## config.mk

```make
export PLATFORM = sky130hd
export DESIGN_NAME = spim_ctrl
export DESIGN_NICKNAME = d
export VERILOG_FILES = /design/src/rtl/spim_pkg.sv /design/src/rtl/spim_fifo.sv /design/src/rtl/spim_shift.sv /design/src/rtl/spim_ctrl.sv
export SDC_FILE = /design/constraint.sdc
export NUM_CORES = 1
export LEC_CHECK = 0
export CORE_MARGIN = 1
export CORE_UTILIZATION = 30
export CTS_BUF_LIST = sky130_fd_sc_hd__clkbuf_2 sky130_fd_sc_hd__clkbuf_4 sky130_fd_sc_hd__clkbuf_8
export DETAILED_ROUTE_END_ITERATION = 7
export PLACE_DENSITY = 0.6
export SYNTH_ARGS = -nofsm -noshare
export SYNTH_HDL_FRONTEND = slang
export SYNTH_SLANG_ARGS = --single-unit
```

## constraint.sdc

```tcl
create_clock -name clk -period 3.55 [get_ports clk]
set_input_delay 0.355 -clock clk [delete_from_list [all_inputs] [get_ports clk]]
set_output_delay 0.355 -clock clk [all_outputs]
set_load 0.03 [all_outputs]
```

## src/rtl/spim_pkg.sv

```systemverilog
// Shared constants and types for the SPI master: register offsets,
// control field layout and engine states.
package spim_pkg;

    localparam logic [7:0]  OFS_SRST = 8'h40;
    localparam logic [7:0]  OFS_CTRL = 8'h60;
    localparam logic [7:0]  OFS_STAT = 8'h64;
    localparam logic [7:0]  OFS_TXD  = 8'h68;
    localparam logic [7:0]  OFS_RXD  = 8'h6C;
    localparam logic [7:0]  OFS_SSEL = 8'h70;
    localparam logic [31:0] SRST_KEY = 32'h0000_000A;

    localparam int CTRL_W = 10;

    // Control register fields, most significant first (bit 9 down to bit 0).
    typedef struct packed {
        logic lsb_first;   // bit 9
        logic tx_hold;     // bit 8
        logic manual_ss;   // bit 7
        logic rx_flush;    // bit 6, self-clearing
        logic tx_flush;    // bit 5, self-clearing
        logic cpha;        // bit 4
        logic cpol;        // bit 3
        logic master;      // bit 2
        logic enable;      // bit 1
        logic loop;        // bit 0
    } ctrl_t;

    localparam ctrl_t CTRL_RST = ctrl_t'(10'h180);

    typedef enum logic {
        ENG_IDLE  = 1'b0,
        ENG_SHIFT = 1'b1
    } eng_state_t;

endpackage

```

## src/rtl/spim_fifo.sv

```systemverilog
// Synchronous FIFO used for both the transmit and the receive queue.
// Assumes push and pop are single-cycle strobes. A push while full
// and a pop while empty are ignored. Flush empties the queue at once.
module spim_fifo #(
    parameter int WIDTH = 8,
    parameter int DEPTH = 4
) (
    input  logic             clk,
    input  logic             rst_n,
    input  logic             flush,
    input  logic             push,
    input  logic [WIDTH-1:0] din,
    input  logic             pop,
    output logic [WIDTH-1:0] dout,
    output logic             empty,
    output logic             full
);
    localparam int AW = (DEPTH > 1) ? $clog2(DEPTH) : 1;
    localparam logic [AW-1:0] LAST_SLOT = AW'(DEPTH - 1);
    localparam logic [AW:0]   FULL_CNT  = (AW + 1)'(DEPTH);

    logic [WIDTH-1:0] mem [DEPTH];
    logic [AW-1:0]    wr_ptr;
    logic [AW-1:0]    rd_ptr;
    logic [AW:0]      count;
    logic             do_push;
    logic             do_pop;

    assign do_push = push && !full;
    assign do_pop  = pop && !empty;
    assign empty   = (count == '0);
    assign full    = (count == FULL_CNT);
    assign dout    = mem[rd_ptr];

    // Storage array: write the incoming word at the write pointer.
    always_ff @(posedge clk) begin
        if (do_push) begin
            mem[wr_ptr] <= din;
        end
    end

    // Pointers and occupancy: advance on accepted push/pop, clear on flush.
    always_ff @(posedge clk) begin
        if (!rst_n || flush) begin
            wr_ptr <= '0;
            rd_ptr <= '0;
            count  <= '0;
        end else begin
            if (do_push) begin
                wr_ptr <= (wr_ptr == LAST_SLOT) ? '0 : wr_ptr + AW'(1);
            end
            if (do_pop) begin
                rd_ptr <= (rd_ptr == LAST_SLOT) ? '0 : rd_ptr + AW'(1);
            end
            count <= count + (AW + 1)'(do_push) - (AW + 1)'(do_pop);
        end
    end

endmodule

```

## src/rtl/spim_shift.sv

```systemverilog
// Serial engine. It loads one word on start and produces 2*WIDTH sck
// edges, with CLK_DIV cycles between edges. It shifts mosi and samples
// the receive input according to the clock phase and bit order latched
// at start. done pulses in the cycle of the final edge, and rx_word is
// valid in that cycle. Assumes start is raised only while busy is low.
module spim_shift #(
    parameter int WIDTH   = 8,
    parameter int CLK_DIV = 2
) (
    input  logic             clk,
    input  logic             rst_n,
    input  logic             start,
    input  logic [WIDTH-1:0] tx_word,
    input  logic             cpol,
    input  logic             cpha,
    input  logic             lsb_first,
    input  logic             loop,
    input  logic             miso,
    output logic             busy,
    output logic             done,
    output logic [WIDTH-1:0] rx_word,
    output logic             sck,
    output logic             mosi
);
    import spim_pkg::*;

    localparam int EW = $clog2(2 * WIDTH);
    localparam int DW = (CLK_DIV > 1) ? $clog2(CLK_DIV) : 1;
    localparam logic [EW-1:0] LAST_EDGE = EW'(2 * WIDTH - 1);
    localparam logic [DW-1:0] DIV_TOP   = DW'(CLK_DIV - 1);

    eng_state_t       state;
    logic [DW-1:0]    div_cnt;
    logic [EW-1:0]    edge_idx;
    logic             sck_q;
    logic [WIDTH-1:0] out_sr;
    logic [WIDTH-1:0] rx_sr;
    logic [WIDTH-1:0] rx_next;
    logic             cpha_q;
    logic             lsb_q;
    logic             tick;
    logic             leading;
    logic             sample_now;
    logic             shift_now;
    logic             rx_in;

    assign busy    = (state == ENG_SHIFT);
    assign tick    = busy && (div_cnt == DIV_TOP);
    assign leading = !edge_idx[0];
    assign done    = tick && (edge_idx == LAST_EDGE);
    assign sck     = sck_q;
    assign mosi    = lsb_q ? out_sr[0] : out_sr[WIDTH-1];
    assign rx_in   = loop ? mosi : miso;

    // Edge classification: which edges sample input and which shift output.
    always_comb begin
        if (cpha_q) begin
            sample_now = tick && !leading;
            shift_now  = tick && leading && (edge_idx != '0);
        end else begin
            sample_now = tick && leading;
            shift_now  = tick && !leading && (edge_idx != LAST_EDGE);
        end
    end

    // Receive assembly: append the sampled bit in the latched bit order.
    always_comb begin
        if (lsb_q) begin
            rx_next = {rx_in, rx_sr[WIDTH-1:1]};
        end else begin
            rx_next = {rx_sr[WIDTH-2:0], rx_in};
        end
        rx_word = sample_now ? rx_next : rx_sr;
    end

    // Engine sequencing: idle tracking of polarity, then timed edges.
    always_ff @(posedge clk) begin
        if (!rst_n) begin
            state    <= ENG_IDLE;
            div_cnt  <= '0;
            edge_idx <= '0;
            sck_q    <= 1'b0;
            out_sr   <= '0;
            rx_sr    <= '0;
            cpha_q   <= 1'b0;
            lsb_q    <= 1'b0;
        end else begin
            case (state)
                ENG_IDLE: begin
                    sck_q    <= cpol;
                    div_cnt  <= '0;
                    edge_idx <= '0;
                    if (start) begin
                        state  <= ENG_SHIFT;
                        out_sr <= tx_word;
                        cpha_q <= cpha;
                        lsb_q  <= lsb_first;
                    end
                end
                default: begin
                    if (tick) begin
                        div_cnt  <= '0;
                        sck_q    <= !sck_q;
                        edge_idx <= edge_idx + EW'(1);
                        if (edge_idx == LAST_EDGE) begin
                            state <= ENG_IDLE;
                        end
                    end else begin
                        div_cnt <= div_cnt + DW'(1);
                    end
                    if (sample_now) begin
                        rx_sr <= rx_next;
                    end
                    if (shift_now) begin
                        out_sr <= lsb_q ? (out_sr >> 1) : (out_sr << 1);
                    end
                end
            endcase
        end
    end

endmodule

```

## src/rtl/spim_ctrl.sv

```systemverilog
// Register-mapped SPI master top. It decodes the register bus, holds
// the control and select registers, and connects the two FIFOs to the
// serial engine. Assumes a strobe-per-access bus: a write takes effect
// at the clock edge where bus_wr is high, and read data is combinational.
// WORD_W must be 8, 16 or 32.
module spim_ctrl #(
    parameter int WORD_W     = 8,
    parameter int CLK_DIV    = 2,
    parameter int FIFO_DEPTH = 4,
    parameter int NUM_SS     = 4
) (
    input  logic              clk,
    input  logic              rst_n,
    input  logic              bus_wr,
    input  logic              bus_rd,
    input  logic [7:0]        bus_addr,
    input  logic [31:0]       bus_wdata,
    output logic [31:0]       bus_rdata,
    output logic              sck,
    output logic              mosi,
    input  logic              miso,
    output logic [NUM_SS-1:0] ss_n,
    output logic              rx_overrun
);
    import spim_pkg::*;

    ctrl_t             ctrl_q;
    ctrl_t             ctrl_wdata;
    logic [NUM_SS-1:0] ss_q;
    logic              soft_rst;
    logic              rst_int_n;
    logic              ctrl_wr;
    logic              tx_flush_pulse;
    logic              rx_flush_pulse;
    logic              tx_push;
    logic              rx_pop;
    logic              tx_empty;
    logic              tx_full;
    logic              rx_empty;
    logic              rx_full;
    logic [WORD_W-1:0] tx_dout;
    logic [WORD_W-1:0] rx_dout;
    logic [WORD_W-1:0] eng_rx_word;
    logic              eng_busy;
    logic              eng_done;
    logic              eng_start;
    logic              ctrl_cpol;
    logic              ctrl_hold;
    logic              ctrl_manual;

    assign soft_rst       = bus_wr && (bus_addr == OFS_SRST) && (bus_wdata == SRST_KEY);
    assign rst_int_n      = rst_n && !soft_rst;
    assign ctrl_wr        = bus_wr && (bus_addr == OFS_CTRL);
    assign ctrl_wdata     = ctrl_t'(bus_wdata[CTRL_W-1:0]);
    assign tx_flush_pulse = ctrl_wr && ctrl_wdata.tx_flush;
    assign rx_flush_pulse = ctrl_wr && ctrl_wdata.rx_flush;
    assign tx_push        = bus_wr && (bus_addr == OFS_TXD);
    assign rx_pop         = bus_rd && (bus_addr == OFS_RXD);
    assign ctrl_cpol      = ctrl_q.cpol;
    assign ctrl_hold      = ctrl_q.tx_hold;
    assign ctrl_manual    = ctrl_q.manual_ss;

    // A word is launched only when the master is enabled, released and fed.
    assign eng_start = !eng_busy && ctrl_q.enable && ctrl_q.master
                       && !ctrl_q.tx_hold && !tx_empty;

    // A finished word with no room in the receive queue is reported as lost.
    assign rx_overrun = eng_done && rx_full;

    // Selects: manual mode drives the register; automatic mode gates per word.
    assign ss_n = (ctrl_q.manual_ss || eng_busy) ? ss_q : {NUM_SS{1'b1}};

    // Control register: store written fields, flush bits never persist.
    always_ff @(posedge clk) begin
        if (!rst_int_n) begin
            ctrl_q <= CTRL_RST;
        end else if (ctrl_wr) begin
            ctrl_q          <= ctrl_wdata;
            ctrl_q.tx_flush <= 1'b0;
            ctrl_q.rx_flush <= 1'b0;
        end
    end

    // Select register: raw active-low vector, all ones after reset.
    always_ff @(posedge clk) begin
        if (!rst_int_n) begin
            ss_q <= {NUM_SS{1'b1}};
        end else if (bus_wr && (bus_addr == OFS_SSEL)) begin
            ss_q <= bus_wdata[NUM_SS-1:0];
        end
    end

    // Read mux: zero-wait read data for the addressed register.
    always_comb begin
        case (bus_addr)
            OFS_CTRL: bus_rdata = 32'(ctrl_q);
            OFS_STAT: bus_rdata = 32'({1'b0, tx_full, tx_empty, rx_full, rx_empty});
            OFS_RXD:  bus_rdata = 32'(rx_dout);
            OFS_SSEL: bus_rdata = 32'(ss_q);
            default:  bus_rdata = 32'h0;
        endcase
    end

    spim_fifo #(
        .WIDTH (WORD_W),
        .DEPTH (FIFO_DEPTH)
    ) u_tx_fifo (
        .clk   (clk),
        .rst_n (rst_int_n),
        .flush (tx_flush_pulse),
        .push  (tx_push),
        .din   (bus_wdata[WORD_W-1:0]),
        .pop   (eng_start),
        .dout  (tx_dout),
        .empty (tx_empty),
        .full  (tx_full)
    );

    spim_fifo #(
        .WIDTH (WORD_W),
        .DEPTH (FIFO_DEPTH)
    ) u_rx_fifo (
        .clk   (clk),
        .rst_n (rst_int_n),
        .flush (rx_flush_pulse),
        .push  (eng_done),
        .din   (eng_rx_word),
        .pop   (rx_pop),
        .dout  (rx_dout),
        .empty (rx_empty),
        .full  (rx_full)
    );

    spim_shift #(
        .WIDTH   (WORD_W),
        .CLK_DIV (CLK_DIV)
    ) u_engine (
        .clk       (clk),
        .rst_n     (rst_int_n),
        .start     (eng_start),
        .tx_word   (tx_dout),
        .cpol      (ctrl_q.cpol),
        .cpha      (ctrl_q.cpha),
        .lsb_first (ctrl_q.lsb_first),
        .loop      (ctrl_q.loop),
        .miso      (miso),
        .busy      (eng_busy),
        .done      (eng_done),
        .rx_word   (eng_rx_word),
        .sck       (sck),
        .mosi      (mosi)
    );

endmodule

```

---- After elaboration in Yosys (flattened, before gate mapping) ----
Memory sizes are Yosys's and may differ from the RTL's. A register that Yosys moved wholly into a read port is not among the register bits.
Index checks and enable logic that the tools add are counted.
storage, ports and cells
  bits in registers ....................... 51
  RAM bits ................................ 64
  input bits .............................. 45
  output and inout bits ................... 39
  memories kept ........................... 2
cells by class
  add/subtract/negate cells ............... 10
  equality and inequality tests ........... 17
  muxes and demuxes ....................... 30
  bitwise operators ....................... 2
  reduce and logical (&&, ||, !) cells .... 45
memory list
  name           words  bits a word  rd ports  clocked after Yosys merged registers in  write ports  line             source
  u_rx_fifo.mem  4      8            1         1                                        1            spim_fifo.sv:22  logic [WIDTH-1:0] mem [DEPTH];
  u_tx_fifo.mem  4      8            1         1                                        1            spim_fifo.sv:22
operator list
  kind                                             count
  == test 8 x 7 -> 1 bit (second input constant)   6
  2-to-1 mux 8 bit                                 6
  one-hot mux 10 bit (4 select lines)              1
  == test 32 x 4 -> 1 bit (second input constant)  1
  logical AND 1 bit                                24
  2-to-1 mux 2 bit                                 8
  2-to-1 mux 1 bit                                 14
  logical NOT 1 bit                                10
  adder 2 x 1 -> 2 bit (second input constant)     4
  == test 2 bit (second input constant)            4
  adder 3 x 1 -> 3 bit                             2
  == test 3 bit (second input constant)            2
  logical NOT 3 bit                                2
  AND reduction 2 bit                              3
  subtractor 3 x 1 -> 3 bit                        2
  adder 4 x 1 -> 4 bit (second input constant)     1
  == test 4 bit (second input constant)            1
  2-to-1 mux 4 bit                                 1
  inequality test 2 bit (second input constant)    2
  inequality test 4 bit (second input constant)    1
  nonzero test 4 bit                               1
  logical OR 1 bit                                 3
  OR reduction 3 bit                               1
  NOT 1 bit                                        2
  other kinds (2)                                  2

---- Depth between registers and ports, before layout ----
  depth after elaboration ................. 8
  depth in mapped cells ................... 12
  depth with buffers taken out ............ 11

---- Cells and area by module ----
From an unflattened synthesis, not the netlist that was laid out.
unflattened totals
  cells, all modules ...................... 461
  area total of the unflattened synthesis .. 5642.9 µm²
modules (own cells, without submodules)
  module      instances  cells each  area an instance (µm²)  seq. area each (µm²)
  spim_fifo   2          94          1639.1                  1141.1
  spim_shift  1          152         1358.8                  500.5
  spim_ctrl   1          121         1006.0                  240.2

---- Worst setup path before layout ----
Ideal clock, no wire load.
  kind .................................... reg2reg
  start ................................... register u_tx_fifo.count[2]
  end ..................................... register u_tx_fifo.count[2]
  arrival time ............................ 2.357 ns
  required time ........................... 3.422 ns
  path slack .............................. 1.065 ns
  stages on the path, launching flop included .. 13
  buffers on the path ..................... 1
  clock period less this slack ............ 2.485 ns
  cells stage by stage .................... dfxtp_1 > nor3_1 > or4_1 > inv_1 > buf_2 > ha_1 > inv_1 > ha_1 > inv_1 > fa_1 > xor2_1 > xnor2_1 > nor3_1
on the way
  cells in the longest elaborated chain, start to end .. 5
  elaborated cells between the ends (all ways) .. 9
  classes of those cells .................. add/sub: 2; eq/ne: 1; reduce/logical: 6
ends and longest elaborated chain
  element                                                           line                                               source
  start: declaration                                                spim_fifo.sv:25                                    logic [AW:0] count;
  start signal: assignment                                          spim_fifo.sv:55                                    count <= count + (AW + 1)'(do_push) - (AW + 1)'(do_pop);
  == test 3 bit / logical NOT 3 bit (equally long branches)         spim_fifo.sv:32, spim_fifo.sv:31
  logical NOT 1 bit (on tied branches)                              spim_fifo.sv:29, spim_fifo.sv:30, spim_ctrl.sv:65
  logical AND 1 bit (on tied branches)                              spim_fifo.sv:29, spim_ctrl.sv:65
  adder 3 x 1 -> 3 bit / logical AND 1 bit (equally long branches)  spim_fifo.sv:55, spim_fifo.sv:30
  subtractor 3 x 1 -> 3 bit (*)                                     spim_fifo.sv:55
Every way passes the cells marked *; elsewhere a longest branch is shown, timed or not.
A chain may end at the register's enable or synchronous reset.

---- Final worst setup path ----
  start ................................... input bus_addr[1]
  end ..................................... output bus_rdata[3]
on the way
  cells in the longest elaborated chain, start to end .. 2
  elaborated cells between the ends (all ways) .. 5
  classes of those cells .................. eq/ne: 4; mux: 1
ends and longest elaborated chain
  element                                  line             source
  start: declaration                       spim_ctrl.sv:16  input logic [7:0] bus_addr,
  == test 8 x 7 -> 1 bit                   spim_ctrl.sv:95  case (bus_addr)
  one-hot mux 10 bit (4 select lines) (*)  spim_ctrl.sv:95
  end: declaration                         spim_ctrl.sv:18  output logic [31:0] bus_rdata,
Marked as above.

==> results.sh <==
export IMPL_finalNonFillerCells=774
export IMPL_grt_met3_usage_pct=3.39
export IMPL_detail_route_first_pass_iterations=7
export IMPL_final_setup_skew_ns=0.00972
export IMPL_syn_area_per_cell_um2=11.9
export IMPL_gr_util_met2_pct=22.0
export IMPL_seq_cells_post_synth=119
export IMPL_cts_inserted_buffers=17
export IMPL_period_share_pct=90.9
export IMPL_synth_async_reset_ratio_pct=0
export IMPL_drt_wirelength_per_cell_um=16.2
export IMPL_cp_max_fo=6
export IMPL_grt_pass1_vias=3810
export IMPL_layout_cells_most_common_list="edfxtp_1 (64), clkdlybuf4s50_1 (60), dfxtp_1 (55)"
export IMPL_first_iter_violations=306
export IMPL_r2r_worst_path_cells=9
export IMPL_synthesized_area_fraction_occupied_by_xor_and_xnor_cells_pct=1.42
export IMPL_yosys_warnings=0
export IMPL_cts_htree_levels=4
export IMPL_complex_gate_fraction_of_the_synthesized_area_pct=8.67
export IMPL_layout_drive_gt1_share_pct=13.0
export IMPL_avgViaCountPerCell=4.94
export IMPL_synth_top_family_by_area="simple AND/OR/NAND/NOR gates"
export IMPL_grt_busiest_layer="met2"
export IMPL_post_synth_num_cell_types=49
export IMPL_yosys_area_share_adder_pct=4.31
export IMPL_post_place_cells=743
export IMPL_cts_resized_gates=0
export IMPL_cp_start_kind="primary input"
export IMPL_grt_max_degree=54
export IMPL_rsz0062_at_grt="no"
export IMPL_setup_total_negative_slack_ns=0
export IMPL_dr_total_vias=3823
export IMPL_fp_dieW_um=138
export IMPL_ant_nets=0
export IMPL_cp_required_ns=3.19
export IMPL_post_synth_mux_area_share_pct=9.89
export IMPL_maxSlewHeadroom_pct=50.6
export IMPL_initial_core_util_pct=30.8
export IMPL_ys_flop_type="edfxtp_1"
export IMPL_netlist_area_um2=5570
export IMPL_design_die_area_um2=19100
export IMPL_synth_simple_gate_area_share_pct=15.4
export IMPL_drv_max_cap_violation_count=0
export IMPL_holdCritPathClass="register to register"
export IMPL_flow_area_growth_from_synthesis_pct=21.7
export IMPL_fp_row_count=49
export IMPL_r2r_end="u_rx_fifo.count[2]"
export IMPL_result_of_the_run="finished with violations"
export IMPL_layout_cells_most_common="edfxtp_1"
export IMPL_num_fill_cells=1719
export IMPL_place_congestion=0.771
export IMPL_place_port_buffers=61
export IMPL_cts_tree="yes"
export IMPL_p_leak_nw=2.30
export IMPL_syn_instance_count=467
export IMPL_grt_pass1_wl_um=19900
export IMPL_worstHoldEndpoint="u_engine.lsb_q"
export IMPL_synth_sequential_area_ratio_pct=54.3
export IMPL_holdBufCountCts=0
export IMPL_grt_remaining_overflow=0
export IMPL_core_area_um2=18100
export IMPL_count_of_inserted_antenna_diode_cells=0
export IMPL_tightest_slew_ns=0.740
export IMPL_die_h_um=138
export IMPL_failing_checks="design-rule violations"
export IMPL_worst_endpoint_arrival_ns=2.87
export IMPL_power_density_nw_per_um2=421
export IMPL_min_path_cells=2
export IMPL_synth_edf_count=64
export IMPL_max_clock_freq_mhz=310
export IMPL_grtUsageMet1_pct=17.2
export IMPL_crit_reg2reg_launch="u_engine.edge_idx[0]"
export IMPL_worstHoldStart="ctrl_q[9]"
export IMPL_remaining_drc_errors=12
export IMPL_groute_usage_overall_pct=13.8
export IMPL_finalNetCount=596
export IMPL_min_tclk_post_route_ns=3.23
export IMPL_post_dp_hpwl_um=9290
export IMPL_clk_latency_ns=0.43
export IMPL_clock_tree_root_cell="clkbuf_8"
export IMPL_clkSlewWorstSetupHoldPaths_ns=0.07
export IMPL_category_of_the_most_critical_setup_path="primary input to primary output"
export IMPL_clock_sinks=119
export IMPL_timing_final_max_slew_violations=0
export IMPL_hold_viol_final=0
export IMPL_timing_critical_path_to_type="primary output"
export IMPL_irDropWorstVdd_v=0.000224
export IMPL_antenna_violations_before_repair=0
export IMPL_totalWireLength_um=12500
export IMPL_ioPinCount=84
export IMPL_clock_path_buffers=2
export IMPL_report_final_setup_viol=0
export IMPL_post_route_util_pct=37.5
export IMPL_cts_repair_timing_setup_buffer_count=0
export IMPL_regToRegSetupSlack_ns=0.98
==> worst max-delay path, stage by stage <==
cell	delay, ns
clkdlybuf4s50_1	0.43
or4b_4	0.59
nor2_1	0.45
a22oi_1	0.17
nand3_1	0.17
clkdlybuf4s50_1	0.70
==> synth_stat cells, types with 9 or more instances <==
cell,instances,area (um2)
nor2_1,22,82.6
nand2_1,32,120
nor3_1,17,85.1
and3_1,11,68.8
nand3_1,19,95.1
a211oi_1,12,90.1
buf_2,9,45.0
and2_1,11,68.8
ha_1,16,200
mux2i_1,19,190
edfxtp_1,64,1920
inv_1,17,63.8
dfxtp_1,55,1100
a21oi_1,25,125
buf_4,22,165
clkbuf_1,16,60.1
mux4_2,16,360
==> stage by stage <==
stage | setup slack [ns] | power (mW) | cell area (um2) | hold WS, ns
global placement | 0.377 | 1.59 | 6360 | 0.459
CTS | 0.358 | 2.88 | 6780 | 0.482
floorplan | 1.06 | 1.55 | 5650 | 0.441
finish | 0.322 | 2.85 | 6780 | 0.479
detailed placement | 0.360 | 1.60 | 6360 | 0.472
global route | 0.208 | 2.94 | 6780 | 0.500
==> cell families after synthesis <==
group / count (synthesis)
DFF: 119
other: 1
xor gates and xnor gates: 9
buffers and inverters: 64
adders and majority gates: 18
AOI/OAI and AO/OA: 65
muxes: 35
and+or+nand+nor: 156
==> state kept, by name (all words and copies together), names as in the netlist, 3 cells and up, named ones only <==
register	flops
u_engine.edge_idx	4
u_engine.out_sr	8
u_engine.rx_sr	8
ss_q	4
ctrl_q	5
u_rx_fifo.count	3
u_tx_fifo.count	3
u_tx_fifo.mem	32
u_rx_fifo.mem	32
==> per-layer routing <==
layer,up-vias,wire length (um)
met5,-,0
met4,0,383
met3,21,590
met2,113,5990
met1,1851,5570
li1,1838,-
==> power breakdown <==
group / internal [mW] / total [mW] / switching (mW)
logic: 0.0523 / 0.124 / 0.0717
registers: 1.44 / 1.44 / 0.000273
clock network: 0.774 / 1.28 / 0.510
==> worst max path at each step <==
stage | cells after the start | start | endpoint
after detailed placement | 6 | bus_addr[1] | bus_rdata[3]
final | 6 | bus_addr[1] | bus_rdata[3]
after global placement | 7 | bus_addr[1] | bus_rdata[2]
after floorplan | 12 | u_tx_fifo.count[2] | u_tx_fifo.count[2]
after CTS | 6 | bus_addr[1] | bus_rdata[3]
after global routing | 7 | bus_addr[1] | bus_rdata[2]
==> final cells by class <==
cell class	instances	area [um2]	share of cell area (%)
well taps	229	287	4.23
inverters	17	63.8	0.942
clock inverters	11	156	2.31
multi-input cells	305	2290	33.8
flip-flops and latches	119	3020	44.6
repair buffers	73	698	10.3
clock buffers	20	256	3.79
No activity file was read; power rests on OpenSTA's default activity.
